[src/rtl/codec_word_tx.sv]
module codec_word_tx #(
  parameter int HOLD_CYCLES = 50,
  parameter int ADDR_W      = 7,
  parameter int VAL_W       = 9
) (
  input  logic              clk,
  input  logic              rst_n,
  input  logic              start,
  input  logic [ADDR_W-1:0] reg_addr,
  input  logic [VAL_W-1:0]  reg_val,
  output logic              busy,
  output logic              done,
  output logic              sdata,
  output logic              sclk,
  output logic              sload
);
  localparam int FW = ADDR_W + VAL_W;
  localparam int TW = (HOLD_CYCLES > 1) ? $clog2(HOLD_CYCLES) : 1;
  localparam int BW = $clog2(FW);
  localparam logic [TW-1:0] TICK_LAST = TW'(HOLD_CYCLES - 1);
  localparam logic [BW-1:0] BIT_LAST  = BW'(FW - 1);

  typedef enum logic [2:0] {S_IDLE, S_PRE, S_LO, S_HI, S_LOAD} state_t;

  state_t        st;
  logic [TW-1:0] tick;
  logic [BW-1:0] nbit;
  logic [FW-1:0] shreg;
  logic          tick_end;

  assign tick_end = (tick == TICK_LAST);
  assign busy     = (st != S_IDLE);

  always_ff @(posedge clk) begin
    if (!rst_n) begin
      st    <= S_IDLE;
      tick  <= '0;
      nbit  <= '0;
      shreg <= '0;
      sdata <= 1'b1;
      sclk  <= 1'b1;
      sload <= 1'b0;
      done  <= 1'b0;
    end else begin
      done <= 1'b0;
      if (st == S_IDLE) begin
        if (start) begin
          st    <= S_PRE;
          tick  <= '0;
          shreg <= {reg_addr, reg_val};
          sdata <= 1'b0;
          sclk  <= 1'b0;
          sload <= 1'b0;
        end
      end else if (!tick_end) begin
        tick <= tick + 1'b1;
      end else begin
        tick <= '0;
        case (st)
          S_PRE: begin
            st    <= S_LO;
            nbit  <= '0;
            sdata <= shreg[FW-1];
            shreg <= {shreg[FW-2:0], 1'b0};
          end
          S_LO: begin
            st   <= S_HI;
            sclk <= 1'b1;
          end
          S_HI: begin
            if (nbit == BIT_LAST) begin
              st    <= S_LOAD;
              sload <= 1'b1;
            end else begin
              st    <= S_LO;
              nbit  <= nbit + 1'b1;
              sclk  <= 1'b0;
              sdata <= shreg[FW-1];
              shreg <= {shreg[FW-2:0], 1'b0};
            end
          end
          S_LOAD: begin
            st    <= S_IDLE;
            sdata <= 1'b1;
            sclk  <= 1'b1;
            done  <= 1'b1;
          end
          default: st <= S_IDLE;
        endcase
      end
    end
  end


  accept_lines_low_chk: assert property (@(posedge clk) disable iff (!rst_n)
    $rose(busy) |-> (!sdata && !sclk && !sload && $past(start)));


  data_moves_clk_low_chk: assert property (@(posedge clk) disable iff (!rst_n)
    (busy && $past(busy) && !$stable(sdata)) |-> !sclk);


  load_with_clk_high_chk: assert property (@(posedge clk) disable iff (!rst_n)
    $rose(sload) |-> (sclk && busy));


  done_idle_high_chk: assert property (@(posedge clk) disable iff (!rst_n)
    done |-> (!busy && sdata && sclk && sload && $past(busy)));


  done_single_chk: assert property (@(posedge clk) disable iff (!rst_n)
    done |=> !done);


  no_restart_chk: assert property (@(posedge clk) disable iff (!rst_n)
    (busy && $past(busy) && $past(st) != S_PRE) |-> (st != S_PRE));


  idle_lines_high_chk: assert property (@(posedge clk) disable iff (!rst_n)
    !busy |-> (sdata && sclk));

endmodule

[config.mk]
export PLATFORM = sky130hd
export DESIGN_NAME = codec_word_tx
export DESIGN_NICKNAME = d
export VERILOG_FILES = /design/src/rtl/codec_word_tx.sv
export SDC_FILE = /design/constraint.sdc
export NUM_CORES = 1
export LEC_CHECK = 0
export BUFFER_PORTS_ARGS = -buffer_cell sky130_fd_sc_hd__buf_2
export CAP_MARGIN = 20
export CORE_MARGIN = 4
export CORE_UTILIZATION = 46
export CTS_BUF_LIST = sky130_fd_sc_hd__clkbuf_16
export DETAILED_ROUTE_END_ITERATION = 12
export PLACE_DENSITY_LB_ADDON = 0.2
export RECOVER_POWER = 25
export SYNTH_ARGS = -nofsm -noshare
export SYNTH_HDL_FRONTEND = slang
export SYNTH_SLANG_ARGS = --single-unit
[constraint.sdc]
create_clock -name clk -period 4.3 [get_ports clk]
set_input_delay 0.43 -clock clk [delete_from_list [all_inputs] [get_ports clk]]
set_output_delay 0.43 -clock clk [all_outputs]
set_load 0.05 [all_outputs]
==> results by group, run 1 <==
Drt
  • Total routed wirelength: ~3800 um
  • Routed WL per cell: approximately 15 um
  • Vias per inst: 6.057
  • Initial DRC count: between 100 and 150
  • DRT antenna net count: 0
  • # DRC: 0
  • Vias: about 1.6k
  • DR pass1 iterations: 4

Floorplan
  • Full die area: around 4700 um^2
  • Starting Density: 48.86%
  • Std-Cell Rows: 21
  • I/O pin cnt: 24
  • Die Y: around 68 um
  • Die width: roughly 68 um
  • Core Region: 3416 um^2

Cells and area
  • Fillers: 322
  • Area added between synthesis and finish: 12.89%
  • Fin nets: approximately 240
  • Multi-input gate area: roughly 890 um^2
  • Inserted Diodes: 0
  • Share of cells above drive strength 1: between 10% and 20%
  • Fin area: approximately 1900 um^2
  • Register area: 660.6 um^2

Placement
  • GPL Wtd Cong: about 0.83
  • Placed Area: roughly 1800 um^2
  • Final HPWL DP: approximately 2600 um
  • Setup WS pre-CTS: ~1.8 ns
  • Port bufs: 23

Critical path
  • Slowest cell on crit path: nor2_2
  • Crit path to: shreg[3]
  • Reg2Reg Depth: 5
  • CP peak stage delay: between 0.6 and 0.7 ns
  • CP max FO: 21
  • Crit path cell chain: nor3_2 > inv_1 > nor2_2 > or2_1 > a311oi_1
  • Worst Setup SP: st[1]
  • Critical path class: register to register
  • Internal reg-to-reg setup slack: 1.76 ns
  • Startpoint types: register
  • Worst r2r dst: shreg[3]
  • Arrival time at the worst endpoint: approximately 2.7 ns
  • Worst setup EP type: register
  • Reg-to-reg startpoint: st[1]
  • WP data required: between 4 and 5 ns

STA
  • Final min period: between 2 and 3 ns
  • Slew Viols, Final: 0
  • Slew @ Worst Pin: 0.8434 ns
  • Setup_tns: 0 ns
  • FMAX: 0.3943 GHz
  • Final Hold Vio Count: 0
  • RSZ-0062 raised after global routing: no
  • Crit share post-route: between 50% and 60%
  • Final setup viols: 0
  • Clk_skew: between 0.007 and 0.008 ns
  • Max transition margin: 43.78%
  • Final WS setup: ~1.8 ns

Synthesis
  • Post-Syn Nets: 220
  • Area contributors post-synth: dfxtp_1, nand2_1, a311oi_1, nor3_1, a21oi_1
  • Register bit total from synthesis: 33
  • Main synth FF type: dfxtp_1
  • Area leader, netlist: dfxtp_1
  • Avg Synthesized Cell Area: 8.430 um^2
  • Top-count cell post-synth: nand2_1
  • Fraction of registers with async set/reset: 0%
  • Netlist cell types: 44
  • Warnings from Yosys: 0
  • Commonest cells post-synth: nand2_1, dfxtp_1, nor3_1
  • Sequential-to-total area share from yosys stat: approximately two fifths
  • Cell area after synthesis: between 1500 and 2000 um^2
  • Synthesized netlist cell count: 198
  • Top-area cell type share of the netlist area: just under 40%
  • Number of synthesized flops with an enable pin: 0

Global route
  • Global-route wire length before repair: approximately 6400 um
  • GRT busiest layer: met2
  • GR Layer Usage met1: 20.90%
  • Pin count of the biggest net entering global routing: 29
  • Remaining Overflow, GRT: 0
  • Vias in the first global route: roughly 1.5k
  • Gr usage total: a little under a fifth
  • Met3 Track Usage GR: approximately 5.4%
  • M2 GR Usage: 30.45%
  • Initial antenna violation count: 0

Power and ir drop
  • Total power: roughly 760 uW
  • P per Cell Area: between 400 and 500 nW/um^2
  • Maximum VDD drop: approximately 160 uV
  • Static power due to leakage: around 0.0007 uW

Clock network
  • CTS Sinks: 33
  • Reg clk slew, reported paths: around 0.05 ns
  • H-tree depth: 2
  • Clock root cell: clkbuf_16
  • Clk_lat worst skew: about 0.28 ns
  • Clk buf depth: 2
  • Setup bufs post-CTS: 0
  • CTS buffer count: 5
  • Cts repair resizes: 0
  • CTS tree: done
  • CTS Hold Bufs: 0

Worst hold path
  • HP Start: reg_val[2]
  • Min-Delay Path Class: primary input to register

Run
  • Max-Cap Viols: 0

Run status
  • Status: complete, no violations
==> worst min-delay path by stage <==
stage               slack, ns  cells after the start        end
finish                   0.42                      3   shreg[2]
global route             0.44                      3  shreg[12]
CTS                      0.42                      3  shreg[12]
detailed placement       0.46                      2   shreg[0]
global placement         0.45                      2   shreg[0]
floorplan                0.43                      2   shreg[0]
==> registers in the layout, indices dropped and copies added, names as in the netlist <==
name   cells
nbit       4
tick       6
done       1
st         3
shreg     16
sload      1
sclk       1
sdata      1
==> through the flow <==
stage	cells	hold WS, ns	utilization (%)
4_1_cts	261	0.4205	55.42
5_1_grt	261	0.4432	55.16
3_5_place_dp	253	0.4597	51.36
6_report	261	0.4195	55.16
3_3_place_gp	253	0.4516	51.36
2_1_floorplan	198	0.4350	-
==> per-layer routing <==
layer  routed length (um)  part of all wire (%)
met1                 1647                    43
met2                 1833                    48
met3                  267                   7.0
met4                   69                   1.8
met5                    0                     0
==> worst max-delay path, delay by kind of cell, from the launching register on <==
family                 cells  cell delay, ns
flip-flops                 1            0.45
buffers and inverters      1            0.33
AO/OA/AOI/OAI              1            0.19
AND/OR/NAND/NOR            3            1.40
==> power breakdown <==
group / switching (uW) / total [uW] / internal [uW]
Clock: 125 / 335 / 210
Combinational: 57.0 / 90.4 / 33.4
Sequential: 11.3 / 335 / 324
==> placed cells by master (no fill, tap or decap), drive strengths merged, types with 2 or more instances in the layout <==
cell type / instances
clkbuf: 10
a21oi: 8
a41oi: 2
nor3: 20
nor2: 7
a211oi: 3
ha: 3
mux2i: 2
and3: 2
and2: 2
mux2: 2
a311oi: 16
nor3b: 3
nand2: 39
nand3: 6
nand2b: 4
inv: 6
o21ai: 7
buf: 20
dfxtp: 33
clkinv: 2
==> logic make-up after synthesis <==
family | share of synthesized area [%]
fa+ha+maj | 2.249
xor+xnor | 0.5248
flops | 39.58
compound gates | 20.39
buf+inv | 7.270
simple gates | 27.44
mux | 2.549
==> area by class of cell <==
type	count	area share, %
clock inverter	3	0.7304
tap	46	3.054
clock buffer	5	6.640
sequential	33	35.06
inverter	5	0.9960
multi-input combinational	144	47.08
timing repair buffer	25	6.441
Power figures use the tool's default switching activity.
==> inputs of run 2 (changes only) <==
==> constraint.sdc (replaced) <==
create_clock -name clk -period 2.25 [get_ports clk]
set_input_delay 0.225 -clock clk [delete_from_list [all_inputs] [get_ports clk]]
set_output_delay 0.225 -clock clk [all_outputs]
set_load 0.05 [all_outputs]
==> results by group, run 2 (synthesis gave the netlist of run 1 again) <==
Critical path
  • Slowest cell on crit path: a2111oi_4 (was nor2_2)
  • Crit path cell chain: ha_1 > and3_1 > a2111oi_4 > buf_4 > nor3_1 > a311oi_1 (was nor3_2 > inv_1 > nor2_2 > or2_1 > a311oi_1)
  • Critical path class: register to register (unchanged)
  • CP peak stage delay: 0.54 ns (was 0.62 ns)
  • WP buf/inv: 1 (unchanged)
  • Startpoint types: register (unchanged)
  • WP data required: 2.42 ns (was 4.42 ns)
  • CP max FO: 10 (was 21)
  • Worst setup EP type: register (unchanged)
  • Arrival time at the worst endpoint: 2.25 ns (was 2.66 ns)
  • CP delay by family, top: compound AO/OA/AOI/OAI gates (was simple AND/OR/NAND/NOR gates)

Drt
  • DR pass1 iterations: 4 (unchanged)
  • Vias: 1,564 (was 1,581)
  • Total routed wirelength: 3959 um (was 3818 um)
  • Vias per inst: 5.880 (was 6.057)
  • Routed WL per cell: 14.88 um (was 14.63 um)
  • # DRC: 0 (unchanged)
  • Initial DRC count: 139 (was 131)
  • DRT antenna net count: 0 (unchanged)

STA
  • Slew Viols, Final: 0 (unchanged)
  • Final setup viols: 0 (unchanged)
  • Final Hold Vio Count: 0 (unchanged)
  • Setup_tns: 0 ns (unchanged)
  • RSZ-0062 raised after global routing: no (unchanged)
  • Worst hold slack: 0.2203 ns (was 0.4195 ns)
  • Crit share post-route: 92.49% (was 58.98%)
  • Clk_skew: 0.005828 ns (was 0.007503 ns)
  • Final min period: 2.081 ns (was 2.536 ns)
  • Final WS setup: 0.1689 ns (was 1.764 ns)
  • Max transition margin: 60.15% (was 43.78%)
  • FMAX: 0.4805 GHz (was 0.3943 GHz)
  • Slew @ Worst Pin: 0.6003 ns (was 0.8434 ns)

Floorplan
  • I/O pin cnt: 24 (unchanged)
  • Full die area: 4656 um^2 (unchanged)
  • Core Region: 3416 um^2 (unchanged)
  • Starting Density: 48.86% (unchanged)
  • Die Y: 68.24 um (unchanged)
  • Die width: 68.24 um (unchanged)
  • Std-Cell Rows: 21 (unchanged)

Clock network
  • CTS tree: done (unchanged)
  • H-tree depth: 2 (unchanged)
  • CTS Sinks: 33 (unchanged)
  • Setup bufs post-CTS: 0 (unchanged)
  • Clk buf depth: 2 (unchanged)
  • Cts repair resizes: 0 (unchanged)
  • CTS buffer count: 5 (unchanged)
  • Clock root cell: clkbuf_16 (unchanged)
  • Reg clk slew, reported paths: 0.05 ns (about the same)
  • CTS Hold Bufs: 0 (unchanged)
  • Clk_lat worst skew: 0.27 ns (was 0.28 ns)

Power and ir drop
  • Static power due to leakage: 0.0007039 uW (was 0.0006817 uW)
  • Maximum VDD drop: 312.8 uV (was 158.4 uV)
  • P per Cell Area: 752.8 nW/um^2 (was 403.6 nW/um^2)

Cells and area
  • Commonest non-fill, non-tap cells in the layout: nand2_1, dfxtp_1, nor3_1, buf_2, a311oi_1 (unchanged)
  • Top reg by flops: shreg (unchanged)
  • Commonest non-fill, non-tap cell in the layout: nand2_1 (unchanged)
  • Biggest regs: shreg: 16 flops, tick: 6 flops, nbit: 4 flops (unchanged)
  • Fin nets: 241 (was 236)
  • Inserted Diodes: 0 (unchanged)
  • Share of cells above drive strength 1: 17.73% (was 15.81%)
  • Largest register FFs: 16 (unchanged)
  • Area added between synthesis and finish: 15.14% (was 12.89%)

Run
  • Max-Cap Viols: 0 (unchanged)

Global route
  • Pin count of the biggest net entering global routing: 29 (unchanged)
  • Gr usage total: 18.74% (was 18.09%)
  • Global-route wire length before repair: 6596 um (was 6382 um)
  • Remaining Overflow, GRT: 0 (unchanged)
  • Initial antenna violation count: 0 (unchanged)
  • Vias in the first global route: 1,533 (was 1,468)

Worst hold path
  • Min-Delay Path Class: primary input to register (unchanged)

Run status
  • Status: complete, no violations (unchanged)

Placement
  • Port bufs: 23 (unchanged)
  • GPL Wtd Cong: 0.8111 (was 0.8337)
  • Final HPWL DP: 2687 um (was 2596 um)
  • Setup WS pre-CTS: 0.1456 ns (was 1.783 ns)
[run 2: cell count changes in the layout (fill, tap and decap cells not counted)]
cell and delta:
inv_1 -1, clkinv_1 +2, buf_4 +5, clkbuf_1 -1, clkinv_2 -1, clkbuf_2 +1
[run 2: per-layer routing]
layer / wire, um / vias to the layer above / global-route usage, % / share of wire (%)
met5: 0 / - / 0 / 0
li1: - / 765 / - / -
met3: 194 / 9 / 4.926 / 4.9
met1: 1767 / 748 / 21.29 / 45
met2: 1938 / 42 / 32.37 / 49
met4: 58 / 0 / 8.933 / 1.5
[run 2: final cells by class]
type / instances / area (um^2)
Inverter: 5 / 18.77
Fill cell: 328 / 1494
Tap cell: 46 / 57.56
Timing Repair Buffer: 30 / 160.2
Clock inverter: 3 / 12.51
Sequential cell: 33 / 660.6
Clock buffer: 5 / 125.1
Multi-Input combinational cell: 144 / 887.1
[run 2: worst paths after layout]
| path | end | slack (ns) | cells past startpoint | from |
|---|---|---|---|---|
| hold reg to reg | shreg[0] | 0.47 | 2 | shreg[0] |
| setup reg to reg | shreg[13] | 0.17 | 6 | nbit[0] |
| setup / recovery | shreg[13] | 0.17 | 6 | nbit[0] |
| hold / removal | shreg[0] | 0.22 | 3 | reg_val[0] |
[run 2: power breakdown]
part	internal, uW	switching (uW)
Combinational	71.6	114
Sequential	619	18.6
Clock	399	224
Total	1090	357
[run 2: stage by stage]
stage	total power [uW]	util, %	area [um^2]	std cells
CTS	1466	56.48	1929	266
global placement	828.8	52.45	1792	258
detailed placement	835.4	52.45	1792	258
floorplan	787.7	-	1669	198
finish	1447	56.26	1922	266
global route	1519	56.26	1922	266
[run 2: worst min-delay path, stage by stage]
cell and delay (ns):
buf_2 0.09, nand3_1 0.05, mux2i_1 0.07
